==> src/rtl/canrx_pkg.sv <==
package canrx_pkg;

    typedef struct packed {
        logic [31:0] id;
        logic [3:0]  dlc;
        logic [63:0] data;
    } canrx_frame_t;

    typedef enum logic [2:0] {
        RA_ID   = 3'd0,
        RA_DLC  = 3'd1,
        RA_DLO  = 3'd2,
        RA_DHI  = 3'd3,
        RA_CTRL = 3'd4,
        RA_PTR  = 3'd5,
        RA_ISR  = 3'd6,
        RA_IER  = 3'd7
    } canrx_reg_e;

    localparam int CTRL_EN_BIT    = 0;
    localparam int CTRL_MODE_BIT  = 1;
    localparam int CTRL_EMPTY_BIT = 7;
    localparam int ISR_OVR_BIT    = 2;
    localparam int ISR_RX_BIT     = 4;
    localparam int IER_RX_BIT     = 4;
    localparam logic [7:0] POP_KEY = 8'hFF;

    function automatic logic [7:0] ctrl_byte(input logic empty, input logic mode,
                                             input logic en);
        logic [7:0] b;
        b = '0;
        b[CTRL_EMPTY_BIT] = empty;
        b[CTRL_MODE_BIT]  = mode;
        b[CTRL_EN_BIT]    = en;
        return b;
    endfunction

    function automatic logic [7:0] isr_byte(input logic rx, input logic ovr);
        logic [7:0] b;
        b = '0;
        b[ISR_RX_BIT]  = rx;
        b[ISR_OVR_BIT] = ovr;
        return b;
    endfunction

endpackage

==> src/rtl/canrx_store.sv <==
module canrx_store
    import canrx_pkg::*;
#(
    parameter int DEPTH = 4
) (
    input  logic         clk,
    input  logic         rst,
    input  logic         push,
    input  logic         pop_req,
    input  logic         keep_old,
    input  canrx_frame_t frame_in,
    output canrx_frame_t head,
    output logic         empty,
    output logic         wrote,
    output logic         lost
);
    localparam int PW = (DEPTH > 1) ? $clog2(DEPTH) : 1;
    localparam int CW = $clog2(DEPTH + 1);
    localparam logic [PW-1:0] LAST_IDX = PW'(DEPTH - 1);
    localparam logic [CW-1:0] FULL_CNT = CW'(DEPTH);

    logic [PW-1:0] wr_ptr, rd_ptr, newest_ptr;
    logic [CW-1:0] count;
    canrx_frame_t  mem [DEPTH];

    logic pop_ok, full_now, wr_new, wr_ovw;

    function automatic logic [PW-1:0] step(input logic [PW-1:0] p);
        return (p == LAST_IDX) ? '0 : p + PW'(1);
    endfunction

    always_comb begin
        pop_ok     = pop_req && (count != '0);
        full_now   = (count == FULL_CNT) && !pop_ok;
        wr_new     = push && !full_now;
        wr_ovw     = push && full_now && !keep_old;
        lost       = push && full_now;
        wrote      = wr_new || wr_ovw;
        newest_ptr = (wr_ptr == '0) ? LAST_IDX : wr_ptr - PW'(1);
        empty      = (count == '0);
        head       = empty ? '0 : mem[rd_ptr];
    end

    for (genvar i = 0; i < DEPTH; i++) begin : g_slot
        always_ff @(posedge clk) begin
            if (rst) begin
                mem[i] <= '0;
            end else if ((wr_new && wr_ptr == PW'(i)) ||
                         (wr_ovw && newest_ptr == PW'(i))) begin
                mem[i] <= frame_in;
            end
        end
    end

    always_ff @(posedge clk) begin
        if (rst) begin
            wr_ptr <= '0;
            rd_ptr <= '0;
            count  <= '0;
        end else begin
            if (wr_new) wr_ptr <= step(wr_ptr);
            if (pop_ok) rd_ptr <= step(rd_ptr);
            count <= count + CW'(wr_new) - CW'(pop_ok);
        end
    end

    // occupancy never exceeds the depth
    a_r1_bounded: assert property (@(posedge clk) disable iff (rst)
        count <= FULL_CNT);

    // keep-oldest mode leaves a full queue untouched
    a_r5_keep_full: assert property (@(posedge clk) disable iff (rst)
        (push && !pop_req && keep_old && count == FULL_CNT)
        |=> (count == FULL_CNT && $stable(head) && $stable(wr_ptr)));

    // overwrite mode keeps the read side still
    a_r6_overwrite_hold: assert property (@(posedge clk) disable iff (rst)
        (push && !pop_req && !keep_old && count == FULL_CNT)
        |=> (count == FULL_CNT && $stable(rd_ptr)));

    // removal on an empty queue changes nothing
    a_r7_empty_pop: assert property (@(posedge clk) disable iff (rst)
        (pop_req && !push && count == '0) |=> (count == '0 && $stable(rd_ptr)));

    // removal and arrival together at a full queue stay full
    a_r10_swap_full: assert property (@(posedge clk) disable iff (rst)
        (push && pop_req && count == FULL_CNT) |=> (count == FULL_CNT));

endmodule

==> src/rtl/canrx_regs.sv <==
module canrx_regs
    import canrx_pkg::*;
(
    input  logic         clk,
    input  logic         rst,
    input  logic         bus_we,
    input  logic [2:0]   bus_addr,
    input  logic [7:0]   bus_wdata,
    input  canrx_frame_t head,
    input  logic         empty,
    input  logic         wrote,
    input  logic         lost,
    output logic [31:0]  bus_rdata,
    output logic         fifo_en,
    output logic         keep_old,
    output logic         pop_req,
    output logic         irq_rx,
    output logic         rx_ovr
);
    logic rx_flag, ovr_flag, ier_rx;
    logic wr_ctrl, wr_isr, wr_ier;

    always_comb begin
        wr_ctrl = bus_we && (bus_addr == RA_CTRL);
        wr_isr  = bus_we && (bus_addr == RA_ISR);
        wr_ier  = bus_we && (bus_addr == RA_IER);
        pop_req = bus_we && (bus_addr == RA_PTR) && (bus_wdata == POP_KEY);
    end

    always_ff @(posedge clk) begin
        if (rst) begin
            fifo_en  <= 1'b0;
            keep_old <= 1'b0;
            ier_rx   <= 1'b0;
            rx_flag  <= 1'b0;
            ovr_flag <= 1'b0;
        end else begin
            if (wr_ctrl) begin
                fifo_en  <= bus_wdata[CTRL_EN_BIT];
                keep_old <= bus_wdata[CTRL_MODE_BIT];
            end
            if (wr_ier) ier_rx <= bus_wdata[IER_RX_BIT];
            rx_flag  <= (rx_flag && !(wr_isr && !bus_wdata[ISR_RX_BIT])) || wrote;
            ovr_flag <= (ovr_flag && !(wr_isr && !bus_wdata[ISR_OVR_BIT])) || lost;
        end
    end

    always_comb begin
        irq_rx = rx_flag && ier_rx;
        rx_ovr = ovr_flag;
        unique case (bus_addr)
            RA_ID:   bus_rdata = head.id;
            RA_DLC:  bus_rdata = {28'd0, head.dlc};
            RA_DLO:  bus_rdata = head.data[31:0];
            RA_DHI:  bus_rdata = head.data[63:32];
            RA_CTRL: bus_rdata = {24'd0, ctrl_byte(empty, keep_old, fifo_en)};
            RA_ISR:  bus_rdata = {24'd0, isr_byte(rx_flag, ovr_flag)};
            RA_IER:  bus_rdata = {27'd0, ier_rx, 4'd0};
            default: bus_rdata = '0;
        endcase
    end

    // the receive flag only rises after a frame was stored
    a_r8_rx_cause: assert property (@(posedge clk) disable iff (rst)
        $rose(rx_flag) |-> $past(wrote));

    // the overrun flag only rises after a frame was lost or replaced
    a_r8_ovr_cause: assert property (@(posedge clk) disable iff (rst)
        $rose(ovr_flag) |-> $past(lost));

    // a stored frame always leaves the receive flag set
    a_r8_set_wins: assert property (@(posedge clk) disable iff (rst)
        wrote |=> rx_flag);

endmodule

==> src/rtl/canrx_msgq.sv <==
module canrx_msgq
    import canrx_pkg::*;
#(
    parameter int DEPTH = 4
) (
    input  logic        clk,
    input  logic        rst,
    input  logic        frm_store,
    input  logic [31:0] frm_id,
    input  logic [3:0]  frm_dlc,
    input  logic [63:0] frm_data,
    input  logic        bus_we,
    input  logic [2:0]  bus_addr,
    input  logic [7:0]  bus_wdata,
    output logic [31:0] bus_rdata,
    output logic        irq_rx,
    output logic        rx_ovr
);
    canrx_frame_t frame_in, head;
    logic fifo_en, keep_old, pop_req, empty, wrote, lost, push;

    always_comb begin
        frame_in.id   = frm_id;
        frame_in.dlc  = frm_dlc;
        frame_in.data = frm_data;
        push          = frm_store && fifo_en;
    end

    canrx_store #(.DEPTH(DEPTH)) u_store (
        .clk      (clk),
        .rst      (rst),
        .push     (push),
        .pop_req  (pop_req),
        .keep_old (keep_old),
        .frame_in (frame_in),
        .head     (head),
        .empty    (empty),
        .wrote    (wrote),
        .lost     (lost)
    );

    canrx_regs u_regs (
        .clk       (clk),
        .rst       (rst),
        .bus_we    (bus_we),
        .bus_addr  (bus_addr),
        .bus_wdata (bus_wdata),
        .head      (head),
        .empty     (empty),
        .wrote     (wrote),
        .lost      (lost),
        .bus_rdata (bus_rdata),
        .fifo_en   (fifo_en),
        .keep_old  (keep_old),
        .pop_req   (pop_req),
        .irq_rx    (irq_rx),
        .rx_ovr    (rx_ovr)
    );

    // a frame offered while disabled touches neither storage nor flags
    a_r4_disabled_drop: assert property (@(posedge clk) disable iff (rst)
        (frm_store && !fifo_en) |-> (!wrote && !lost));

endmodule

==> config.mk <==
export PLATFORM = sky130hd
export DESIGN_NAME = canrx_msgq
export DESIGN_NICKNAME = d
export VERILOG_FILES = /design/src/rtl/canrx_pkg.sv /design/src/rtl/canrx_store.sv /design/src/rtl/canrx_regs.sv /design/src/rtl/canrx_msgq.sv
export SDC_FILE = /design/constraint.sdc
export NUM_CORES = 1
export LEC_CHECK = 0
export CAP_MARGIN = 20
export CORE_MARGIN = 2
export CORE_UTILIZATION = 49
export CTS_BUF_LIST = sky130_fd_sc_hd__clkbuf_8 sky130_fd_sc_hd__clkbuf_16
export DETAILED_ROUTE_END_ITERATION = 7
export HOLD_SLACK_MARGIN = 0.06
export PLACE_DENSITY = 0.67
export SLEW_MARGIN = 20
export SYNTH_ARGS = -nofsm -noshare
export SYNTH_HDL_FRONTEND = slang
export SYNTH_SLANG_ARGS = --single-unit
==> constraint.sdc <==
create_clock -name clk -period 13.7 [get_ports clk]
set_input_delay 2.74 -clock clk [delete_from_list [all_inputs] [get_ports clk]]
set_output_delay 2.74 -clock clk [all_outputs]
set_load 0.05 [all_outputs]
==> reports/metrics.csv <==
stage,metric,value,unit
status,status,"complete, no violations",
clock_tree,Root Driver,clkbuf_16,
drt,DRC violations left,0,
clock_tree,Post-CTS Setup Inserts,0,
clock_tree,clock slew seen by the registers of the worst setup and hold paths,0.06,ns
hold_path,Worst Hold Path Cells,2,
logic_synthesis,Area contributors post-synth,"edfxtp_1, mux4_2, a21oi_1",
grt,largest net degree at the start of global routing,91,
clock_tree,TritonCTS Buffers,42,
placement,Post-DP HPWL,28100,um
drt,Via density,6.27,
power_and_ir_drop,Leak Pwr,7.21,nW
cells_and_area,multi-input logic area,6180,sq um
drt,vias,12300,
logic_synthesis,fraction of registers with async set/reset,0,
logic_synthesis,syn_nets,1456,
floorplan,I/O pin total,149,
sta,RSZ-0062 raised after global routing,no,
grt,initial antenna violation count,0,
power_and_ir_drop,maximum vdd ir drop,0.0649,mV
sta,Peak Freq,0.117,GHz
cells_and_area,storage element area,12300,sq um
sta,post-route setup TNS,0,ns
cells_and_area,Fillers,3028,
drt,Routed WL,50900,um
worst_setup_path,CP endpoint kind,primary output,
sta,PnR worst setup slack,5.17,ns
logic_synthesis,simple-gate area share of the yosys netlist,0.0489,
logic_synthesis,Synth Warn #,0,
logic_synthesis,Adder-Cell Fraction of Synth Area,0.00557,
cells_and_area,layout cell share with drive strength beyond 1,0.140,
hold_path,Hold WC Path Type,register to register,
logic_synthesis,cell taking the most area after synthesis,edfxtp_1,
cells_and_area,P&R area growth vs syn,15.3,%
logic_synthesis,#FFs+latches synth,414,
power_and_ir_drop,Power Dens Cells,123,nW/um^2
worst_setup_path,critical path required time,10.96,ns
logic_synthesis,Mapped Area,19300,sq um
sta,final critical-path share of the clock period,0.622,
placement,GPL Wtd Cong,0.763,
logic_synthesis,post-synthesis sequential area ratio,0.636,
logic_synthesis,largest family of logic cells by synthesized area,multiplexers,
floorplan,# rows,72,
logic_synthesis,post-synth top area share,0.621,
logic_synthesis,Post-Synth XOR/XNOR Area,0.000906,
clock_tree,clk sink count,414,
placement,Post-Place Worst Slack,5.04,ns
clock_tree,"Gates resized, CTS repair",0,
floorplan,core area,38800,sq um
grt,first-pass GRT wire length,77400,um
logic_synthesis,Synth Area in Compound Gates,0.120,
logic_synthesis,Netlist cell types,45,
worst_setup_path,Worst R2R Setup Slack,9.19,ns
grt,GRT Util Overall,0.249,
worst_setup_path,CP Launch Type,input port,
floorplan,Initial Utilization,0.498,
logic_synthesis,Avg Inst Size Synth,14.5,sq um
floorplan,Die W,203,um
worst_setup_path,worst r2r path cells,5,
drt,initial DRC count,1324,
clock_tree,clock buffer depth,3,
worst_setup_path,WP data arrival,5.79,ns
logic_synthesis,"EDFF count, synth",400,
cells_and_area,Nets,1536,
sta,relative slew slack,0.228,
placement,IO Port Bufs,148,
grt,vias in the first global route,12600,
worst_setup_path,Setup CP Type,input port to primary output,
drt,First-pass DRT Iterations,5,
clock_tree,TritonCTS clock tree,yes,
clock_tree,htree depth,2,
logic_synthesis,Synth Flop Type,edfxtp_1,
drt,Routed WL per cell,25.9,um
logic_synthesis,most frequent cell after synthesis,a21oi_1,
sta,Final Skew,0.00816,ns
clock_tree,# hold bufs at CTS,0,
logic_synthesis,multiplexer share of the synthesized area,0.138,
sta,Final setup viols,0,
cells_and_area,# diodes,0,
floorplan,die footprint,41100,sq um
sta,max-slew violation count,0,
grt,grt ovf,0,
floorplan,die span in y,203,um
sta,Fin. Hold Viols,0,
sta,Final min period,8.53,ns
logic_synthesis,Synth Instances,1333,
clock_tree,clock latency on the worst-skew pair,0.55,ns
sta,Worst Tran Pin Value,1.16,ns
run,max-cap violations,0,
drt,Routed Antenna Nets,0,
logic_synthesis,Commonest cells post-synth,"a21oi_1, edfxtp_1, mux4_2",
worst_setup_path,crit path max fanout,27,
==> sequential cells by signal (all words and copies together) (netlist names), named ones only <==
name             cells
u_store.mem        400
u_store.rd_ptr       2
u_regs.rx_ovr        1
u_regs.fifo_en       1
u_regs.rx_flag       1
u_regs.ier_rx        1
u_regs.keep_old      1
u_store.count        3
u_store.wr_ptr       2
==> power by group <==
group          internal [mW]  switching, mW
combinational         0.0653         0.0885
sequential              1.43         0.0116
clock                  0.684          0.472
total                   2.18          0.572
==> layout by cell type, fill, tap and decap left out, drive strengths merged, types with 2 or more instances in the layout <==
cell,n
nand3b,4
nand2,6
clkbuf,45
ha,7
or3b,2
o21ai,8
o22ai,26
buf,26
nor3,3
or4,3
nor3b,2
mux2,3
mux4,101
a21oi,409
inv,35
nand3,13
dfxtp,14
clkinv,21
and2,5
bufinv,5
nand2b,100
clkdlybuf4s50,146
edfxtp,400
nor2,8
mux2i,36
==> stage by stage <==
stage | power (mW) | cells | utilization | cell area (sq um) | hold slack [ns]
finish | 2.75 | 1963 | 0.574 | 22300 | 0.493
CTS | 2.76 | 1963 | 0.574 | 22300 | 0.500
global route | 2.82 | 1963 | 0.574 | 22300 | 0.534
detailed placement | 1.62 | 1887 | 0.538 | 20900 | 0.483
floorplan | 1.54 | 1333 | - | 19300 | 0.456
global placement | 1.61 | 1887 | 0.538 | 20900 | 0.480
==> layout make-up <==
cell class                      count  share of cell area
Sequential cell                   414               0.552
Clock inverter                     31              0.0116
Multi-Input combinational cell    752               0.277
Tap cell                          518              0.0291
Clock buffer                       45              0.0505
Inverter                           31             0.00522
Timing Repair Buffer              172              0.0743
==> layer usage <==
layer	part of all wire	global-route usage	vias to the layer above
li1	-	-	5343
met1	0.42	0.358	6250
met2	0.47	0.398	654
met3	0.091	0.0435	68
met4	0.018	0.0644	0
met5	0	0	-
==> logic make-up after synthesis <==
kind of cell	Yosys count
multiplexers	140
XOR/XNOR	2
AND/OR/NAND/NOR	151
buffers and inverters	167
flip-flops	414
adder cells (fa/ha/maj)	8
AO/OA/AOI/OAI	451
==> critical path, stage by stage <==
cell,delay (ns)
clkdlybuf4s50_1,0.73
nor2_1,0.32
nand2_1,0.66
o221ai_1,0.46
clkdlybuf4s50_1,0.85
==> worst paths after layout <==
check	start	endpoint
setup / recovery	bus_addr[1]	bus_rdata[4]
hold / removal	u_regs.rx_flag	u_regs.rx_flag
setup reg to reg	u_store.count[1]	u_store.mem[0][15]
hold reg to reg	u_regs.rx_flag	u_regs.rx_flag
(Power assumes the default switching activity.)
